==> src/rtl/pulse_seq_pkg.sv <==
package pulse_seq_pkg;

  typedef enum logic [1:0] {
    ST_IDLE = 2'b00,
    ST_WAIT = 2'b01,
    ST_HIGH = 2'b10,
    ST_BAD  = 2'b11
  } seq_state_e;

  function automatic int unsigned max3(input int unsigned a, input int unsigned b,
                                       input int unsigned c);
    int unsigned m;
    m = a;
    if (b > m) m = b;
    if (c > m) m = c;
    return m;
  endfunction

endpackage

==> src/rtl/pulse_seq_fall_det.sv <==
module pulse_seq_fall_det #(
  parameter int unsigned SYNC_STAGES = 2
) (
  input  logic clk,
  input  logic rst_n,
  input  logic din_async,
  output logic fall_o
);

  localparam int unsigned LAST = SYNC_STAGES - 1;

  logic [SYNC_STAGES-1:0] sync_q;
  logic                   prev_q;

  // Reset presets everything high so a high input yields no edge.
  always_ff @(posedge clk) begin
    if (!rst_n) begin
      sync_q <= '1;
      prev_q <= 1'b1;
    end else begin
      sync_q[0] <= din_async;
      for (int i = 1; i < SYNC_STAGES; i++) sync_q[i] <= sync_q[i-1];
      prev_q <= sync_q[LAST];
    end
  end

  assign fall_o = !sync_q[LAST] && prev_q;

  // a detected fall lasts exactly one cycle
  p_fall_single_r2: assert property (@(posedge clk) disable iff (!rst_n)
    fall_o |=> !fall_o);

endmodule

==> src/rtl/pulse_seq_downcnt.sv <==
module pulse_seq_downcnt #(
  parameter int unsigned WIDTH   = 3,
  parameter int unsigned RST_VAL = 2
) (
  input  logic             clk,
  input  logic             rst_n,
  input  logic             load_i,
  input  logic [WIDTH-1:0] load_val_i,
  input  logic             dec_i,
  output logic [WIDTH-1:0] cnt_o,
  output logic             last_o
);

  localparam logic [WIDTH-1:0] RST_CNT = WIDTH'(RST_VAL);
  localparam logic [WIDTH-1:0] ONE     = WIDTH'(1);

  always_ff @(posedge clk) begin
    if (!rst_n)      cnt_o <= RST_CNT;
    else if (load_i) cnt_o <= load_val_i;
    else if (dec_i)  cnt_o <= cnt_o - ONE;
  end

  assign last_o = (cnt_o == ONE);

  // the counter is never asked to step below zero
  p_no_wrap_r4: assert property (@(posedge clk) disable iff (!rst_n)
    (dec_i && !load_i) |-> (cnt_o != '0));

endmodule

==> src/rtl/pulse_seq_top.sv <==
module pulse_seq_top #(
  parameter int unsigned FALL_COUNT  = 2,
  parameter int unsigned WAIT_CYCLES = 4,
  parameter int unsigned HIGH_CYCLES = 3,
  parameter int unsigned SYNC_STAGES = 2
) (
  input  logic clk,
  input  logic rst_n,
  input  logic din_async,
  output logic pulse_o
);

  import pulse_seq_pkg::*;

  localparam int unsigned MAX_COUNT = max3(FALL_COUNT, WAIT_CYCLES, HIGH_CYCLES);
  localparam int unsigned CNT_W     = $clog2(MAX_COUNT + 1);
  localparam logic [CNT_W-1:0] LOAD_FALL = CNT_W'(FALL_COUNT);
  localparam logic [CNT_W-1:0] LOAD_WAIT = CNT_W'(WAIT_CYCLES);
  localparam logic [CNT_W-1:0] LOAD_HIGH = CNT_W'(HIGH_CYCLES);

  seq_state_e       state_q, state_d;
  logic             fall;
  logic             evt;
  logic             cnt_load;
  logic [CNT_W-1:0] cnt_load_val;
  logic             cnt_dec;
  logic [CNT_W-1:0] cnt;
  logic             cnt_last;

  pulse_seq_fall_det #(.SYNC_STAGES(SYNC_STAGES)) u_fall (
    .clk       (clk),
    .rst_n     (rst_n),
    .din_async (din_async),
    .fall_o    (fall)
  );

  pulse_seq_downcnt #(.WIDTH(CNT_W), .RST_VAL(FALL_COUNT)) u_cnt (
    .clk        (clk),
    .rst_n      (rst_n),
    .load_i     (cnt_load),
    .load_val_i (cnt_load_val),
    .dec_i      (cnt_dec),
    .cnt_o      (cnt),
    .last_o     (cnt_last)
  );

  // Qualifying event per state: input falls in idle, every clock otherwise.
  always_comb begin
    case (state_q)
      ST_IDLE: evt = fall;
      ST_WAIT: evt = 1'b1;
      ST_HIGH: evt = 1'b1;
      default: evt = 1'b0;
    endcase
  end

  always_comb begin
    state_d      = state_q;
    cnt_load     = 1'b0;
    cnt_load_val = LOAD_FALL;
    case (state_q)
      ST_IDLE: if (evt && cnt_last) begin
        state_d = ST_WAIT; cnt_load = 1'b1; cnt_load_val = LOAD_WAIT;
      end
      ST_WAIT: if (evt && cnt_last) begin
        state_d = ST_HIGH; cnt_load = 1'b1; cnt_load_val = LOAD_HIGH;
      end
      ST_HIGH: if (evt && cnt_last) begin
        state_d = ST_IDLE; cnt_load = 1'b1; cnt_load_val = LOAD_FALL;
      end
      default: begin
        state_d = ST_IDLE; cnt_load = 1'b1; cnt_load_val = LOAD_FALL;
      end
    endcase
  end

  assign cnt_dec = evt && !cnt_load;

  always_ff @(posedge clk) begin
    if (!rst_n) begin
      state_q <= ST_IDLE;
      pulse_o <= 1'b0;
    end else begin
      state_q <= state_d;
      pulse_o <= (state_d == ST_HIGH);
    end
  end

  // reset in any state lands in idle with the output low
  p_reset_idle_r1: assert property (@(posedge clk)
    !rst_n |=> (state_q == ST_IDLE && !pulse_o && cnt == LOAD_FALL));

  p_legal_state_r1: assert property (@(posedge clk) disable iff (!rst_n)
    state_q != ST_BAD);

  p_idle_hold_r3: assert property (@(posedge clk) disable iff (!rst_n)
    (state_q == ST_IDLE && !fall) |=> (state_q == ST_IDLE && !pulse_o));

  p_wait_exit_r4: assert property (@(posedge clk) disable iff (!rst_n)
    (state_q == ST_WAIT && cnt_last) |=> (state_q == ST_HIGH && pulse_o));

  p_high_exit_r5: assert property (@(posedge clk) disable iff (!rst_n)
    (state_q == ST_HIGH && cnt_last) |=>
      (state_q == ST_IDLE && !pulse_o && cnt == LOAD_FALL));

  p_wait_ignores_fall_r6: assert property (@(posedge clk) disable iff (!rst_n)
    (state_q == ST_WAIT && !cnt_last) |=> (state_q == ST_WAIT && !pulse_o));

endmodule

==> config.mk <==
export PLATFORM = sky130hd
export DESIGN_NAME = pulse_seq_top
export DESIGN_NICKNAME = d
export VERILOG_FILES = /design/src/rtl/pulse_seq_pkg.sv /design/src/rtl/pulse_seq_fall_det.sv /design/src/rtl/pulse_seq_downcnt.sv /design/src/rtl/pulse_seq_top.sv
export SDC_FILE = /design/constraint.sdc
export NUM_CORES = 1
export LEC_CHECK = 0
export BUFFER_PORTS_ARGS = -buffer_cell sky130_fd_sc_hd__buf_2
export CAP_MARGIN = 20
export CORE_AREA = 8 8 45 47
export DETAILED_ROUTE_END_ITERATION = 10
export DIE_AREA = 0 0 53 55
export PLACE_DENSITY = 0.63
export SLEW_MARGIN = 10
export SYNTH_ARGS = -nofsm -noshare
export SYNTH_HDL_FRONTEND = slang
export SYNTH_HIERARCHICAL = 1
export SYNTH_SLANG_ARGS = --single-unit
==> constraint.sdc <==
create_clock -name clk -period 1.9 [get_ports clk]
set_input_delay 0.19 -clock clk [delete_from_list [all_inputs] [get_ports clk]]
set_output_delay 0.19 -clock clk [all_outputs]
set_load 0.01 [all_outputs]
==> impl_summary.log <==
[metrics] pin count of the biggest net entering global routing: 9
[metrics] maximum buffer depth of the clock tree: 2
[metrics] minimum clock period after layout: 1830 ps
[metrics] first-pass GRT wire length: 1570 µm
[metrics] CP Cell Sequence: inv_1 > ha_1 > a21oi_4 > nor3b_4 > or2_2 > a211o_1 > o2111a_1
[metrics] post-synth net total: 61
[metrics] critical-path maximum fanout: 7
[metrics] via count of the first global-routing pass: 371
[metrics] Critical R2R Launch: state_q[0]
[metrics] hold path depth: 2
[metrics] total power density per cell area: 596 nW/µm²
[metrics] total routing usage reported by global routing: 7.23%
[metrics] half-perimeter wire length of the detailed placement result: 643 µm
[metrics] synthesis-to-finish area growth: 19.6%
[metrics] number of antenna violations at the first check in global routing: 0
[metrics] commonest non-fill, non-tap cell in the layout: dfxtp_1
[metrics] register area share after synthesis: 35.3%
[metrics] non-filler cells in the finished layout: 79
[metrics] overall die area: 2920 µm²
[metrics] CTS tree: built
[metrics] Netlist cell types: 24
[metrics] nature of the critical path endpoint: flop
[metrics] standard-cell rows: 14
[metrics] max cap viols: 0
[metrics] hold path startpoint: din_async
[metrics] final-layout setup total negative slack: 0 ps
[metrics] power consumption: 0.364 mW
[metrics] total standard cell area after synthesis: 510 µm²
[metrics] startpoint types: flop
[metrics] diodes inserted: 0
[metrics] fraction of final layout cells with drive strength greater than 1: 25.4%
[metrics] effective utilization at floorplan: 36.9%
[metrics] flop and latch count out of synthesis: 9
[metrics] Leakage Power: 0.277 nW
[metrics] total wire length after detailed routing: 916 µm
[metrics] Crit path largest cell delay: 350 ps
[metrics] Post-Syn Area per Cell: 9.82 µm²
[metrics] slowest stage cell, crit path: dfxtp_2
[metrics] Setup CP Type: reg -> reg
[metrics] number of clock sinks: 9
[metrics] critical register-to-register path endpoint: u_cnt/cnt_o[2]
[metrics] count of mapped cells out of synthesis: 52
[metrics] detailed-route via count: 379
[metrics] Overflow after GRT: 0
[metrics] DR WL/cell: 11.6 µm
[metrics] worst reg2reg setup slack: 70 ps
[metrics] Min-Delay Path Class: in -> reg
[metrics] Top Ports: 4
[metrics] result of the run: completed
[metrics] RSZ-0062 raised after global routing: false
[metrics] Endpoint, Worst Hold: u_fall/sync_q[0]
[metrics] Hold Vio Cnt, Final: 0
[metrics] Slew Limit Headroom: 82.1%
[metrics] worst-margin pin slew: 267 ps
[metrics] worst reg-to-reg path cell count: 7
[metrics] Max Clock Skew: 6.18 ps
[metrics] die span in x: 53 µm
[metrics] achievable clock frequency: 546 MHz
[metrics] Required @ worst endpoint: 2050 ps
[metrics] clock slew at reported path FFs: 60 ps
[metrics] final cycle utilization of the critical path: 96.3%
[metrics] Iter 0 DRT Violations: 3
[metrics] detailed-route vias per instance: 4.80
[metrics] Slew Limit Fails: 0
[metrics] count of nets after finishing: 73
[metrics] final-report setup violation count: 0
[metrics] Root Buffer Master: clkbuf_4
[metrics] start point of the critical path: state_q[0]
[metrics] count of nets left with antenna violations after detail routing: 0
[metrics] number of search-and-repair iterations in the first detailed-routing pass: 2
[metrics] final weighted congestion in routability-driven placement: 0.713
[metrics] Buffers on Ports: 3
[metrics] top library cells by usage in the layout, fill and taps aside: 8 x dfxtp_1, 6 x ha_1, 5 x inv_1, 5 x nand2b_1, 4 x buf_4
[metrics] worst IR drop on VDD: 0.393 mV
[metrics] Core Area: 1380 µm²
[metrics] number of buffers inserted during clock tree synthesis: 3
[metrics] Syn. warnings: 6
[metrics] placed instance count: 75
[metrics] insertion delay of the later-clocked pin in the worst-skew pair: 250 ps
[metrics] die height: 55 µm
[metrics] DRC violation count after routing: 0
[metrics] number of buffers inserted for hold repair after clock tree synthesis: 0
[metrics] H-Tree Depth: 1
[metrics] CP arrival: 1980 ps
Yosys cell counts:
cell type,number,area share (%)
o2111a_1,1,2.2
o211a_1,1,2.0
nor3_1,2,2.0
nand2_1,2,1.5
nand4b_1,1,1.7
mux2i_1,1,2.0
and2_1,2,2.5
nor2b_1,2,2.5
a21oi_2,1,1.7
nor2_1,3,2.2
inv_1,5,3.7
ha_1,6,15
nor4_1,1,1.2
o21a_1,1,1.5
dfxtp_1,9,35
or2_2,1,1.2
nand3b_1,1,1.5
and2_4,1,1.7
nand2b_1,5,6.1
o311ai_2,1,3.2
nor3b_4,1,3.7
xor2_1,1,1.7
a21oi_1,1,0.98
a211o_1,2,3.4
worst max-delay path: cells and delay by family (launching register included):
| kind | cells | cell delay [ps] |
|---|---|---|
| flops | 1 | 350 |
| fa+ha+maj | 1 | 330 |
| simple gates | 2 | 420 |
| buf+inv | 1 | 80 |
| compound gates | 3 | 540 |
per-layer routing:
metal	vias up	wire length, µm	track usage (%)
li1	199	-	-
met1	175	442	8.58
met2	5	450	11.3
met3	0	22	2.41
met4	0	0	3.88
met5	-	0	0
area by class of cell:
cell class                 count  area (µm²)
fill                         132         773
multi-input combinational     38         319
sequential                     9         181
timing repair buffer           7        45.0
clock buffer                   4        26.3
tap                           16        20.0
inverter                       5        18.8
where the power goes:
part / switching, mW / internal [mW] / leakage (nW)
Combinational: 0.0124 / 0.0116 / 0.189
Clock: 0.0626 / 0.0807 / 0.0150
Sequential: 0.00263 / 0.194 / 0.0739
registers in the layout, summed over array words and instances, names as in the netlist:
name and count:
u_cnt/cnt_o 3, pulse_o 1, state_q 2, u_fall/sync_q 2
u_fall/prev_q 1
through the flow:
stage	hold slack (ps)	setup slack, ps	util (%)	area, µm²
2_1_floorplan	263	144	-	510
3_3_place_gp	375	93.1	41.6	576
3_5_place_dp	382	43.2	41.6	576
4_1_cts	113	27.7	43.5	602
5_1_grt	109	14.0	44.1	611
6_report	114	69.9	44.1	611
worst max path at each step:
stage | cells past startpoint | endpoint | slack (ps)
after detailed placement | 7 | u_cnt/cnt_o[2] | 40
after floorplan | 7 | u_cnt/cnt_o[2] | 140
after global placement | 7 | u_cnt/cnt_o[2] | 90
after global routing | 7 | u_cnt/cnt_o[2] | 10
final | 7 | u_cnt/cnt_o[2] | 70
after CTS | 7 | u_cnt/cnt_o[2] | 30
cell families (layout without fill, tap and decap cells):
family	Yosys count	count (layout)	share of synthesized area, %
and+or+nand+nor	22	22	27.7
buffers and inverters	5	16	3.68
xor gates and xnor gates	1	1	1.72
AOI/OAI and AO/OA	8	8	15.0
muxes	1	1	1.96
adders and majority gates	6	6	14.7
DFF	9	9	35.3
what timing repair did:
action                     in CTS  in global routing
setup endpoints to repair       0                  1
buffers inserted                0                  0
gates resized for setup         0                  2
Power figures use the tool's default switching activity.
